$ cat src/rtl/irq_pres_pkg.sv
package irq_pres_pkg;
  typedef enum logic [1:0] {
    OP_SET_CPPR = 2'd0,
    OP_SET_IPI  = 2'd1,
    OP_ACCEPT   = 2'd2,
    OP_EOI      = 2'd3
  } cpu_op_e;
endpackage

$ cat src/rtl/irq_req_hold.sv
// One-entry holding stage for a delivery that collides with a core operation.
module irq_req_hold #(
  parameter int SRC_W  = 24,
  parameter int PRIO_W = 8
) (
  input  logic              clk,
  input  logic              rst_n,
  input  logic              in_valid,
  input  logic [SRC_W-1:0]  in_src,
  input  logic [PRIO_W-1:0] in_prio,
  input  logic              stall,
  output logic              ready,
  output logic              eff_valid,
  output logic [SRC_W-1:0]  eff_src,
  output logic [PRIO_W-1:0] eff_prio
);
  logic              hold_v_q, hold_v_d, load_en;
  logic [SRC_W-1:0]  hold_src_q;
  logic [PRIO_W-1:0] hold_prio_q;

  always_comb begin
    ready     = ~hold_v_q;
    eff_valid = hold_v_q | in_valid;
    eff_src   = hold_v_q ? hold_src_q  : in_src;
    eff_prio  = hold_v_q ? hold_prio_q : in_prio;
    hold_v_d  = stall & eff_valid;
    load_en   = stall & in_valid & ~hold_v_q;
  end

  always_ff @(posedge clk or negedge rst_n) begin
    if (!rst_n) begin
      hold_v_q    <= 1'b0;
      hold_src_q  <= '0;
      hold_prio_q <= '0;
    end else begin
      hold_v_q <= hold_v_d;
      if (load_en) begin
        hold_src_q  <= in_src;
        hold_prio_q <= in_prio;
      end
    end
  end
endmodule

$ cat src/rtl/irq_prio_cmp.sv
// Favour comparisons shared by delivery and IPI arbitration.
module irq_prio_cmp #(
  parameter int PRIO_W = 8
) (
  input  logic [PRIO_W-1:0] cmp_cppr,
  input  logic              busy,
  input  logic [PRIO_W-1:0] pend_prio,
  input  logic [PRIO_W-1:0] req_prio,
  input  logic [PRIO_W-1:0] ipi_prio,
  output logic              req_win,
  output logic              ipi_win
);
  always_comb begin
    req_win = (req_prio < cmp_cppr) && !(busy && (pend_prio <= req_prio));
    ipi_win = (ipi_prio < cmp_cppr) && !(busy && (pend_prio <= ipi_prio));
  end
endmodule

$ cat src/rtl/irq_present_ctl.sv
module irq_present_ctl
  import irq_pres_pkg::*;
#(
  parameter int PRIO_W  = 8,
  parameter int SRC_W   = 24,
  parameter int IPI_SRC = 2
) (
  input  logic                    clk,
  input  logic                    rst_n,
  input  logic                    cpu_op_valid,
  input  logic [1:0]              cpu_op,
  input  logic [PRIO_W+SRC_W-1:0] cpu_wdata,
  output logic [PRIO_W+SRC_W-1:0] cpu_rdata,
  input  logic                    req_valid,
  output logic                    req_ready,
  input  logic [SRC_W-1:0]        req_src,
  input  logic [PRIO_W-1:0]       req_prio,
  output logic                    req_ack,
  output logic                    req_nak,
  output logic                    bounce_valid,
  output logic [SRC_W-1:0]        bounce_src,
  output logic                    eoi_valid,
  output logic [SRC_W-1:0]        eoi_src,
  output logic                    resend_req,
  output logic                    irq_out
);
  localparam int WORD_W = PRIO_W + SRC_W;
  localparam logic [PRIO_W-1:0] MASKED = '1;
  localparam logic [SRC_W-1:0]  IPI_ID = SRC_W'(IPI_SRC);

  cpu_op_e op_e;
  assign op_e = cpu_op_e'(cpu_op);

  logic [PRIO_W-1:0] cppr_q, cppr_d, pp_q, pp_d, mfrr_q, mfrr_d;
  logic [SRC_W-1:0]  src_q, src_d;
  logic              irq_q, irq_d;
  logic              ack_d, nak_d, bv_d, eoi_v_d, rs_d;
  logic [SRC_W-1:0]  bsrc_d, esrc_d;
  logic              state_en;

  logic              eff_v, take;
  logic [SRC_W-1:0]  eff_src;
  logic [PRIO_W-1:0] eff_prio, eff_cppr, eff_mfrr;
  logic              busy, req_win, ipi_win, ipi_go, drop;

  irq_req_hold #(.SRC_W(SRC_W), .PRIO_W(PRIO_W)) hold_i (
    .clk(clk), .rst_n(rst_n),
    .in_valid(req_valid), .in_src(req_src), .in_prio(req_prio),
    .stall(cpu_op_valid), .ready(req_ready),
    .eff_valid(eff_v), .eff_src(eff_src), .eff_prio(eff_prio)
  );

  assign busy = (src_q != '0);
  assign take = eff_v & ~cpu_op_valid;

  always_comb begin
    eff_cppr = cppr_q;
    if (cpu_op_valid && op_e == OP_SET_CPPR) eff_cppr = cpu_wdata[PRIO_W-1:0];
    if (cpu_op_valid && op_e == OP_EOI)      eff_cppr = cpu_wdata[WORD_W-1 -: PRIO_W];
    eff_mfrr = (cpu_op_valid && op_e == OP_SET_IPI) ? cpu_wdata[PRIO_W-1:0] : mfrr_q;
  end

  irq_prio_cmp #(.PRIO_W(PRIO_W)) cmp_i (
    .cmp_cppr(eff_cppr), .busy(busy), .pend_prio(pp_q),
    .req_prio(eff_prio), .ipi_prio(eff_mfrr),
    .req_win(req_win), .ipi_win(ipi_win)
  );

  always_comb begin
    cppr_d = cppr_q; pp_d = pp_q; mfrr_d = mfrr_q; src_d = src_q; irq_d = irq_q;
    ack_d = 1'b0; nak_d = 1'b0; bv_d = 1'b0; bsrc_d = '0;
    eoi_v_d = 1'b0; esrc_d = '0; rs_d = 1'b0;
    ipi_go = 1'b0; drop = 1'b0;
    state_en = cpu_op_valid | take;
    if (cpu_op_valid) begin
      unique case (op_e)
        OP_SET_CPPR: begin
          cppr_d = eff_cppr;
          if (eff_cppr < cppr_q) begin
            drop = busy && (eff_cppr <= pp_q);
          end else if (!busy) begin
            rs_d   = 1'b1;
            ipi_go = ipi_win;
          end
        end
        OP_SET_IPI: begin
          mfrr_d = eff_mfrr;
          ipi_go = ipi_win;
        end
        OP_ACCEPT: begin
          cppr_d = pp_q;
          src_d  = '0;
          pp_d   = MASKED;
          irq_d  = 1'b0;
        end
        OP_EOI: begin
          cppr_d  = eff_cppr;
          eoi_v_d = 1'b1;
          esrc_d  = cpu_wdata[SRC_W-1:0];
          if (!busy) begin
            rs_d   = 1'b1;
            ipi_go = ipi_win;
          end
        end
        default: ;
      endcase
      if (drop) begin
        bv_d   = (src_q != IPI_ID);
        bsrc_d = (src_q != IPI_ID) ? src_q : '0;
        src_d  = '0;
        pp_d   = MASKED;
        irq_d  = 1'b0;
      end
      if (ipi_go) begin
        bv_d   = busy && (src_q != IPI_ID);
        bsrc_d = (busy && (src_q != IPI_ID)) ? src_q : '0;
        src_d  = IPI_ID;
        pp_d   = eff_mfrr;
        irq_d  = 1'b1;
      end
    end else if (take) begin
      if (req_win) begin
        bv_d   = busy && (src_q != IPI_ID);
        bsrc_d = (busy && (src_q != IPI_ID)) ? src_q : '0;
        src_d  = eff_src;
        pp_d   = eff_prio;
        irq_d  = 1'b1;
        ack_d  = 1'b1;
      end else begin
        nak_d = 1'b1;
      end
    end
  end

  always_ff @(posedge clk or negedge rst_n) begin
    if (!rst_n) begin
      cppr_q <= '0;
      src_q  <= '0;
      pp_q   <= MASKED;
      mfrr_q <= MASKED;
      irq_q  <= 1'b0;
    end else if (state_en) begin
      cppr_q <= cppr_d;
      src_q  <= src_d;
      pp_q   <= pp_d;
      mfrr_q <= mfrr_d;
      irq_q  <= irq_d;
    end
  end

  always_ff @(posedge clk or negedge rst_n) begin
    if (!rst_n) begin
      req_ack <= 1'b0; req_nak <= 1'b0;
      bounce_valid <= 1'b0; bounce_src <= '0;
      eoi_valid <= 1'b0; eoi_src <= '0;
      resend_req <= 1'b0;
    end else begin
      req_ack <= ack_d; req_nak <= nak_d;
      bounce_valid <= bv_d; bounce_src <= bsrc_d;
      eoi_valid <= eoi_v_d; eoi_src <= esrc_d;
      resend_req <= rs_d;
    end
  end

  assign cpu_rdata = {cppr_q, src_q};
  assign irq_out   = irq_q;
endmodule

$ cat config.mk
export PLATFORM = sky130hd
export DESIGN_NAME = irq_present_ctl
export DESIGN_NICKNAME = d
export VERILOG_FILES = /design/src/rtl/irq_pres_pkg.sv /design/src/rtl/irq_req_hold.sv /design/src/rtl/irq_prio_cmp.sv /design/src/rtl/irq_present_ctl.sv
export SDC_FILE = /design/constraint.sdc
export NUM_CORES = 1
export LEC_CHECK = 0
export ABC_AREA = 1
export CORE_MARGIN = 3
export CORE_UTILIZATION = 52
export DETAILED_ROUTE_END_ITERATION = 12
export PLACE_DENSITY = 0.81
export SYNTH_ARGS = -nofsm -noshare
export SYNTH_HDL_FRONTEND = slang
export SYNTH_SLANG_ARGS = --single-unit
$ cat constraint.sdc
create_clock -name clk -period 3.3 [get_ports clk]
set_input_delay 0.66 -clock clk [delete_from_list [all_inputs] [get_ports clk]]
set_output_delay 0.66 -clock clk [all_outputs]
set_load 0.02 [all_outputs]
==> results of run 1 <==
==> routing by layer <==
metal	global-route usage	wire length, µm
met5	0	0
met4	0.0877	475
met3	0.0505	1680
met2	0.408	9970
met1	0.352	8990
==> repair_timing <==
item | CTS | global route
hold buffers | 0 | 0
setup endpoints to repair | 59 | 60
resized for setup | 18 | 17
pin swaps | 4 | 5
setup buffers | 1 | 6
cloned | 0 | 3
==> cell usage in the layout, fill, tap and decap left out, drive strengths merged <==
| master | netlist | routed |
|---|---|---|
| nand4 | 10 | 10 |
| clkbuf | 29 | 19 |
| inv | 153 | 161 |
| o21bai | 1 | 1 |
| and2 | 1 | 1 |
| dlymetal6s2s | 0 | 1 |
| clkdlybuf4s50 | 0 | 152 |
| nor2 | 71 | 71 |
| clkinvlp | 0 | 1 |
| o211ai | 14 | 14 |
| o21ai | 64 | 64 |
| mux2 | 7 | 7 |
| a21boi | 2 | 2 |
| nand3 | 72 | 72 |
| buf | 15 | 81 |
| o22ai | 1 | 1 |
| ha | 48 | 48 |
| a21oi | 43 | 43 |
| clkinv | 1 | 5 |
| or2 | 7 | 7 |
| nor3 | 1 | 1 |
| dfrtp | 119 | 119 |
| dfstp | 16 | 16 |
| bufinv | 0 | 2 |
| nand2 | 261 | 262 |
| and3 | 1 | 1 |
| a211oi | 26 | 26 |
==> Yosys cell counts, types with 7 or more instances <==
master	number	area, µm²
nand2_1	256	961
clkbuf_1	29	109
inv_1	151	567
mux2_2	7	78.8
dfrtp_1	119	2980
nand4_1	10	62.6
or2_2	7	43.8
o211ai_1	13	97.6
nand3_1	70	350
a211oi_1	26	195
a21oi_1	42	210
nor2_1	71	267
ha_1	48	601
dfstp_2	16	420
o21ai_0	60	300
==> cells by family after synthesis <==
family | after synthesis | share of synthesized area
and+or+nand+nor | 424 | 0.236
muxes | 7 | 0.0105
adders and majority gates | 48 | 0.0797
AOI/OAI and AO/OA | 151 | 0.117
DFF | 135 | 0.451
buffers and inverters | 198 | 0.105
==> layout make-up <==
class	count	area, µm²	area share
repair buffers	236	2230	0.214
flip-flops and latches	135	3400	0.325
well taps	180	225	0.0215
clock buffers	17	425	0.0407
multi-input cells	631	3430	0.328
inverters	154	578	0.0553
clock inverters	15	161	0.0154
==> report_power, final <==
| group | switching (µW) | internal [µW] | total [µW] |
|---|---|---|---|
| Clock | 762 | 1130 | 1890 |
| Combinational | 1430 | 1100 | 2530 |
| Sequential | 282 | 1980 | 2260 |
==> sequential cells by signal, indices dropped and copies added (netlist names), 8 cells and up <==
signal and flops:
mfrr_q 8, bounce_src 24, eoi_src 24, pp_q 8, cppr_q 8, hold_i.hold_src_q 24
hold_i.hold_prio_q 8, src_q 24
==> path summary, 6_finish.rpt <==
| kind | start | end | slack (ns) |
|---|---|---|---|
| setup / recovery | cpu_op[0] | src_q[1] | 0.14 |
| hold / removal | rst_n | eoi_src[1] | 0.20 |
| setup reg to reg | hold_i.hold_v_q | pp_q[7] | 0.44 |
| hold reg to reg | hold_i.hold_src_q[16] | hold_i.hold_src_q[16] | 0.49 |
| max in group asynchronous | rst_n | eoi_src[12] | 2.25 |
| min in group clk | hold_i.hold_src_q[16] | hold_i.hold_src_q[16] | 0.49 |
==> metrics by stage <==
| stage | setup slack (ns) | power, µW | util |
|---|---|---|---|
| after floorplan | 0.0772 | 3590 | - |
| after global placement | -0.516 | 4560 | 0.689 |
| after detailed placement | -0.660 | 4640 | 0.689 |
| after CTS | 0.00725 | 6580 | 0.736 |
| after global routing | -0.0371 | 7070 | 0.745 |
| final | 0.144 | 6680 | 0.745 |
==> results.json, run 1 <==
{
  "vias": 7248,
  "critPathKind": "input port to register",
  "drv_cap": 0,
  "wire_per_inst_um": 15.4,
  "max_slew_margin": 0.509,
  "cts_num_sinks": 135,
  "rows": 43,
  "min_path_type": "input port to asynchronous set/reset pin",
  "drtIter0Drc": 739,
  "dr.pass1.iters": 7,
  "ys_seq_area_frac": 0.451,
  "dp_cells": 1326,
  "ant_nets": 0,
  "fin_setup_tns_ns": 0,
  "cp_cell_sequence": "dlymetal6s2s_1 > ha_2 > nand2_4 > inv_2 > a21oi_2 > o21ai_0 > o21ai_1 > ha_1 > a21oi_2 > nor2_1 > a211oi_1 > buf_4 > nand2_1 > nand2_2 > nand3_4 > nand2_4 > nand3_4 > buf_6 > nand3_1 > nand2_1",
  "fin_skew_ns": 0.00707,
  "stdcell_area_um2": 10500,
  "synth.net_count": 1081,
  "num_antenna_cells": 0,
  "syn_area_um2": 7530,
  "die_y_um": 126,
  "crit_path_end_kind": "register",
  "cp_num_buf_inv": 4,
  "worst_path_largest_cell_delay_ns": 0.32,
  "start_util": 0.536,
  "p_leak_uw": 0.00543,
  "grt_max_degree": 65,
  "wl_um": 21100,
  "max-clock-path-buffers": 2,
  "antenna_found_initial": 0,
  "syn_inst": 963,
  "ys_ff_latch": 135,
  "path_depth": 20,
  "areaGrowthSynthToFinish_pct": 38.8,
  "finalCritPeriodShare": 0.956,
  "finalSetupViolCount": 0,
  "synthFlopType": "dfrtp_1",
  "numPortBuffers": 156,
  "pin_count": 157,
  "finalHoldWorstSlack_ns": 0.203,
  "avgViaCountPerCell": 5.30,
  "synth_edf_count": 0,
  "final_layout_size_suffix_gt1_frac": 0.146,
  "place_area_um2": 9680,
  "gp_congestion": 0.887,
  "grt_pass1_wl_um": 32900,
  "slew_viol_final": 0,
  "fmax_mhz": 317,
  "htree_levels": 4,
  "outcome": "completed",
  "dieArea_um2": 16000,
  "yosys_warnings": 0,
  "syn_area_per_cell_um2": 7.82,
  "clock_latency_ns": 0.42,
  "fp.coreArea_um2": 14000,
  "power_density_nw_per_um2": 639,
  "r2r_cells": 18,
  "root_buffer": "clkbuf_16",
  "clk_pin_slew_ns": 0.06,
  "ys_types": 34,
  "hold_viol": 0,
  "ir_worst_vdd_mv": 0.422,
  "cts_tree": "done",
  "crit_fanout": 13,
  "cp_slowest_cell": "ha_1",
  "tightest_slew_ns": 0.737,
  "finalNonFillerCells": 1368,
  "grt-ovfl-total": 0,
  "grt_usage": 0.256,
  "hpwl_um": 15100,
  "worstPathRequired_ns": 3.60,
  "nNetsFinal": 1293,
  "critPathArrivalTime_ns": 3.46,
  "die_w_um": 126,
  "async_flop_share": 1.00,
  "fill_cells": 981,
  "critPathLaunchType": "input port",
  "drc": 0,
  "grt_pass1_vias": 6689,
  "numCtsBuffers": 17,
  "path_delay_family": "simple AND/OR/NAND/NOR gates",
  "period_minus_slack_ns": 3.16
}
Note: power is estimated with default switching activity, not from simulation.
==> run 2: changes to the inputs <==
- SYNTH_HIERARCHICAL: not set -> 1
==> run 2 against run 1 <==
Compared with the run above: cell area is 3.3% higher; global-route usage up 1.2 points; synthesized cell count shrank 2.0%; combinational power up 24%; count of clock-buffer cells in the layout rose by 4; worst setup slack lost 0.064 ns; final cell count shrank 1.2%; critical path depth up 4; register-to-register slack got worse by 0.02 ns; core utilization rose by 1.6 points; clock power is 4% higher; critical endpoint is now src_q[13]; largest cell class unchanged; largest power group unchanged.
==> results.json, run 2 <==
{
  "grt_pass1_vias": 6930,
  "fin_total_pwr_uw": 7420,
  "cts_num_sinks": 135,
  "numCtsBuffers": 17,
  "fp.coreArea_um2": 14200,
  "finalSetupViolCount": 0,
  "grt-ovfl-total": 0,
  "power_density_nw_per_um2": 687,
  "vias": 7105,
  "period_minus_slack_ns": 3.22,
  "synth.area.top_cells": "dfrtp_1, nand2_1, ha_1, inv_1, dfstp_2",
  "cts_tree": "done",
  "clk_pin_slew_ns": 0.06,
  "hold_buffers": 0,
  "drtIter0Drc": 495,
  "finalCritPeriodShare": 0.976,
  "slew_viol_final": 0,
  "worstPathRequired_ns": 3.66,
  "p_leak_uw": 0.00553,
  "drc": 0,
  "critPathLaunchType": "input port",
  "ir_worst_vdd_mv": 0.414,
  "synth_top_area_cell": "dfrtp_1",
  "dr.pass1.iters": 5,
  "hold_viol": 0,
  "max-clock-path-buffers": 2,
  "wl_um": 22200,
  "grt_usage": 0.268,
  "async_flop_share": 1.00,
  "die_y_um": 128,
  "synth.net_count": 1064,
  "hpwl_um": 14900,
  "ys_types": 37,
  "die_w_um": 128,
  "finalHoldWorstSlack_ns": 0.253,
  "root_buffer": "clkbuf_16",
  "outcome": "completed",
  "r2r_cells": 20,
  "syn_area_per_cell_um2": 8.19,
  "tightest_slew_ns": 0.674,
  "gp_congestion": 0.919,
  "dp_cells": 1301,
  "drv_cap": 0,
  "fin_skew_ns": 0.00491,
  "critPathKind": "input port to register",
  "ant_nets": 0,
  "dpl_worst_slack_ns": -0.689,
  "synthFlopType": "dfrtp_1",
  "ys_top_cells_by_count": "nand2_1, inv_1, dfrtp_1",
  "fin_ws_ns": 0.0799,
  "final_core_util": 0.760,
  "wire_per_inst_um": 16.4,
  "grt_max_degree": 74,
  "syn_area_um2": 7730,
  "clock_latency_ns": 0.43,
  "ys_ff_latch": 135,
  "pin_count": 157,
  "fmax_mhz": 311,
  "avgViaCountPerCell": 5.26,
  "nNetsFinal": 1280,
  "fill_cells": 985,
  "dieArea_um2": 16400,
  "max_slew_margin": 0.551,
  "critPathArrivalTime_ns": 3.58,
  "layout_commonest_cell": "nand2_1",
  "htree_levels": 4,
  "grt_pass1_wl_um": 35000,
  "yosys_warnings": 6,
  "areaGrowthSynthToFinish_pct": 39.7,
  "rows": 43,
  "final_layout_size_suffix_gt1_frac": 0.221,
  "antenna_found_initial": 0,
  "min_path_type": "input port to asynchronous set/reset pin",
  "ys_seq_area_frac": 0.440,
  "yosysTopAreaCellShare": 0.385,
  "yosysMostFrequentCell": "nand2_1",
  "syn_inst": 944,
  "synth_edf_count": 0,
  "final_cell_mix": "nand2_1, clkdlybuf4s50_1, inv_1, dfrtp_1, buf_4",
  "start_util": 0.544,
  "num_antenna_cells": 0,
  "finalNonFillerCells": 1352,
  "crit_path_end_kind": "register",
  "crit_fanout": 10,
  "numPortBuffers": 156
}
run 2: changes by cell type in the layout (fill, tap and decap cells not counted), moves of 23 or more:
cell / before / now
a211oi_1: 26 / 1
nand3_1: 69 / 7
a21oi_2: 3 / 32
o21ai_0: 55 / 14
a21oi_1: 39 / 16
o21ai_2: 2 / 32
nand4_1: 10 / 53
nand2_1: 250 / 284
run 2: what timing repair did:
action	4_1_cts	5_1_grt
cloned	5	1
setup buffers	8	7
pin swaps	9	20
setup endpoints to repair	58	57
resized for setup	33	32
run 2: layer usage:
| layer | GRT usage | vias to the layer above | part of all wire |
|---|---|---|---|
| li1 | - | 3436 | - |
| met1 | 0.359 | 3359 | 0.43 |
| met2 | 0.445 | 267 | 0.48 |
| met4 | 0.0811 | 0 | 0.020 |
| met3 | 0.0500 | 43 | 0.067 |
| met5 | 0 | - | 0 |
run 2: area by class of cell:
cell class	instances	area, µm²	share of cell area
clock buffer	21	470	0.0436
timing repair buffer	240	2350	0.218
clock inverter	10	144	0.0133
tap	180	225	0.0209
inverter	141	534	0.0495
sequential	135	3400	0.315
multi-input combinational	625	3680	0.340
run 2: logic make-up after synthesis:
group           Yosys count  share of synthesized area
compound gates          122                      0.109
fa+ha+maj                50                     0.0809
buf+inv                 186                      0.113
flops                   135                      0.440
simple gates            451                      0.258
run 2: worst paths after layout:
kind / to / slack (ns) / start
worst max-delay path: src_q[13] / 0.08 / cpu_op[1]
worst min-delay path: eoi_src[11] / 0.25 / rst_n
worst max register to register: src_q[13] / 0.42 / hold_i/hold_v_q
worst min register to register: hold_i/hold_src_q[14] / 0.47 / hold_i/hold_src_q[14]
max in group asynchronous: pp_q[7] / 2.27 / rst_n
min in group clk: hold_i/hold_src_q[14] / 0.47 / hold_i/hold_src_q[14]
run 2: power by group:
group / total (µW) / internal, µW / leakage (µW) / switching [µW]
registers: 2310 / 2020 / 0.00173 / 288
logic: 3140 / 1420 / 0.00351 / 1720
clock network: 1970 / 1250 / 0.000292 / 724
run 2: stage by stage:
step / area [µm²] / TNS, ns
after floorplan: 7740 / 0
after global placement: 9760 / -32.94
after detailed placement: 9760 / -35.30
after CTS: 10600 / 0
after global routing: 10800 / -0.628
final: 10800 / 0
run 2: critical path: stages:
cell      delay, ns
clkbuf_2       0.10
inv_2          0.08
buf_6          0.11
ha_4           0.19
nand2_4        0.09
nand2_1        0.09
o21ai_2        0.05
a21oi_2        0.17
buf_4          0.14
buf_4          0.11
ha_1           0.24
nand2_1        0.08
inv_1          0.05
o21bai_1       0.17
nand3_1        0.14
a21oi_2        0.20
nand3_2        0.13
nand2_2        0.08
inv_2          0.05
nand3_4        0.10
nand2_8        0.12
buf_12         0.15
buf_16         0.14
o21ai_4        0.12
==> run 3: changes to the inputs <==
- CORE_MARGIN: 3 -> not set
==> run 3 against run 2 <==
Compared with the run above: worst hold slack better by 0.033 ns; wire length down 11%; non-clock buffer count down 20; count of clock-buffer cells in the layout down 3; sequential power about the same; critical endpoint is now src_q[22]; clock skew up 0.0029 ns; sequential cell count unchanged; largest cell class unchanged; power down 3.7%; combinational power down 11%.
==> results.json, run 3 (same netlist as run 2, synthesis figures left out) <==
{
  "worst_path_largest_cell_delay_ns": 0.56,
  "grt_usage": 0.273,
  "gp_congestion": 0.861,
  "root_buffer": "clkbuf_16",
  "hold_viol": 0,
  "nNetsFinal": 1258,
  "r2r_start": "cppr_q[5]",
  "grt-ovfl-total": 0,
  "outcome": "completed",
  "p_leak_uw": 0.00542,
  "num_antenna_cells": 0,
  "max-clock-path-buffers": 2,
  "wire_per_inst_um": 14.9,
  "place_area_um2": 9700,
  "crit_path_end_kind": "register",
  "fill_cells": 1102,
  "wl_um": 19900,
  "rsz0062_at_grt": "no",
  "cp_num_buf_inv": 3,
  "cts_num_sinks": 135,
  "max_slew_margin": 0.489,
  "power_density_nw_per_um2": 683,
  "grt_pass1_vias": 6601,
  "ant_nets": 0,
  "r2r_setup_slack_ns": 0.49,
  "antenna_found_initial": 0,
  "grt_pass1_wl_um": 31700,
  "period_minus_slack_ns": 3.08,
  "slew_viol_final": 0,
  "finalHoldWorstSlack_ns": 0.287,
  "critPathKind": "input port to register",
  "critPathArrivalTime_ns": 3.41,
  "fp.coreArea_um2": 14500,
  "die_w_um": 124,
  "fin_skew_ns": 0.00786,
  "avgViaCountPerCell": 5.13,
  "cp_slowest_cell": "clkdlybuf4s50_1",
  "drc": 0,
  "htree_levels": 4,
  "vias": 6852,
  "areaGrowthSynthToFinish_pct": 35.3,
  "min_path_type": "input port to asynchronous set/reset pin",
  "finalCritPeriodShare": 0.934,
  "fmax_mhz": 325,
  "rows": 44,
  "clock_latency_ns": 0.44,
  "stdcell_area_um2": 10500,
  "ir_worst_vdd_mv": 0.428,
  "die_y_um": 124,
  "worstPathRequired_ns": 3.63,
  "final_layout_size_suffix_gt1_frac": 0.185,
  "numCtsBuffers": 17,
  "grt_max_degree": 86,
  "drtIter0Drc": 487,
  "numPortBuffers": 156,
  "dr.pass1.iters": 5,
  "start_util": 0.532,
  "final_cell_mix": "nand2_1, clkdlybuf4s50_1, inv_1, dfrtp_1, nor2_1",
  "clk_pin_slew_ns": 0.06,
  "cts_tree": "done",
  "hpwl_um": 14300,
  "crit_fanout": 25,
  "finalSetupViolCount": 0,
  "pin_count": 157,
  "dieArea_um2": 15400,
  "drv_cap": 0,
  "tightest_slew_ns": 0.767,
  "critPathLaunchType": "input port",
  "fin_setup_tns_ns": 0,
  "cp_cell_sequence": "clkdlybuf4s50_1 > o21ai_0 > a21oi_2 > inv_1 > ha_1 > nand2_2 > nor2_1 > nor3_1 > nand2_1 > a21oi_2 > and3_1 > nand2_2 > nand2_4 > nand2_4 > nand3_4 > nand2_8 > buf_12 > nand2_1 > o21ai_2",
  "startpoint": "cpu_wdata[7]",
  "path_delay_family": "simple AND/OR/NAND/NOR gates",
  "layout_commonest_cell": "nand2_1"
}
==> run 3: cell type report <==
cell class / instances / area, µm² / area share
inverter: 141 / 534 / 0.0511
clock buffer: 18 / 439 / 0.0420
tap: 184 / 230 / 0.0220
multi-input combinational: 623 / 3530 / 0.337
clock inverter: 14 / 193 / 0.0184
timing repair buffer: 220 / 2140 / 0.204
sequential: 135 / 3400 / 0.325
==> run 3: stage by stage <==
stage	total power [µW]	utilization	worst slack, ns	cells
after floorplan	3930	-	0.0136	944
after global placement	4920	0.668	-0.568	1295
after detailed placement	5010	0.668	-0.639	1295
after CTS	7120	0.714	0.0267	1329
after global routing	7590	0.719	0.00229	1335
final	7140	0.719	0.219	1335
==> run 3: worst register-to-register path: cells and delay by family, from the launching register on <==
kind / cells / cell delay (ns)
adders and majority gates: 1 / 0.23
AOI/OAI and AO/OA: 5 / 0.44
buffers and inverters: 4 / 0.59
and+or+nand+nor: 11 / 1.06
DFF: 1 / 0.39
==> run 3: worst paths after layout <==
| check | cells after the start | endpoint |
|---|---|---|
| min | 1 | bounce_src[16] |
| max reg2reg | 21 | src_q[22] |
| max in group asynchronous | 2 | pp_q[2] |
| min reg2reg | 2 | hold_i/hold_src_q[3] |
| max | 19 | src_q[22] |
| min in group clk | 2 | hold_i/hold_src_q[3] |
==> run 3: report_power, final <==
group	internal [µW]	switching [µW]	total [µW]
clock	1290	754	2040
sequential	2020	275	2290
combinational	1240	1570	2810
total	4540	2600	7140
==> run 3: timing repair <==
item	4_1_cts	5_1_grt
endpoints found under the hold margin	0	0
setup endpoints to repair	58	58
hold buffers	0	0
resized for setup	12	12
setup buffers	1	6
pin swaps	0	10
cloned	1	0
==> run 3: per-layer routing <==
metal | up-vias | share of wire | wire length (µm) | track usage
li1 | 3379 | - | - | -
met2 | 231 | 0.47 | 9260 | 0.438
met1 | 3220 | 0.44 | 8740 | 0.359
met3 | 22 | 0.078 | 1550 | 0.0678
met5 | - | 0 | 0 | 0
met4 | 0 | 0.016 | 308 | 0.0930
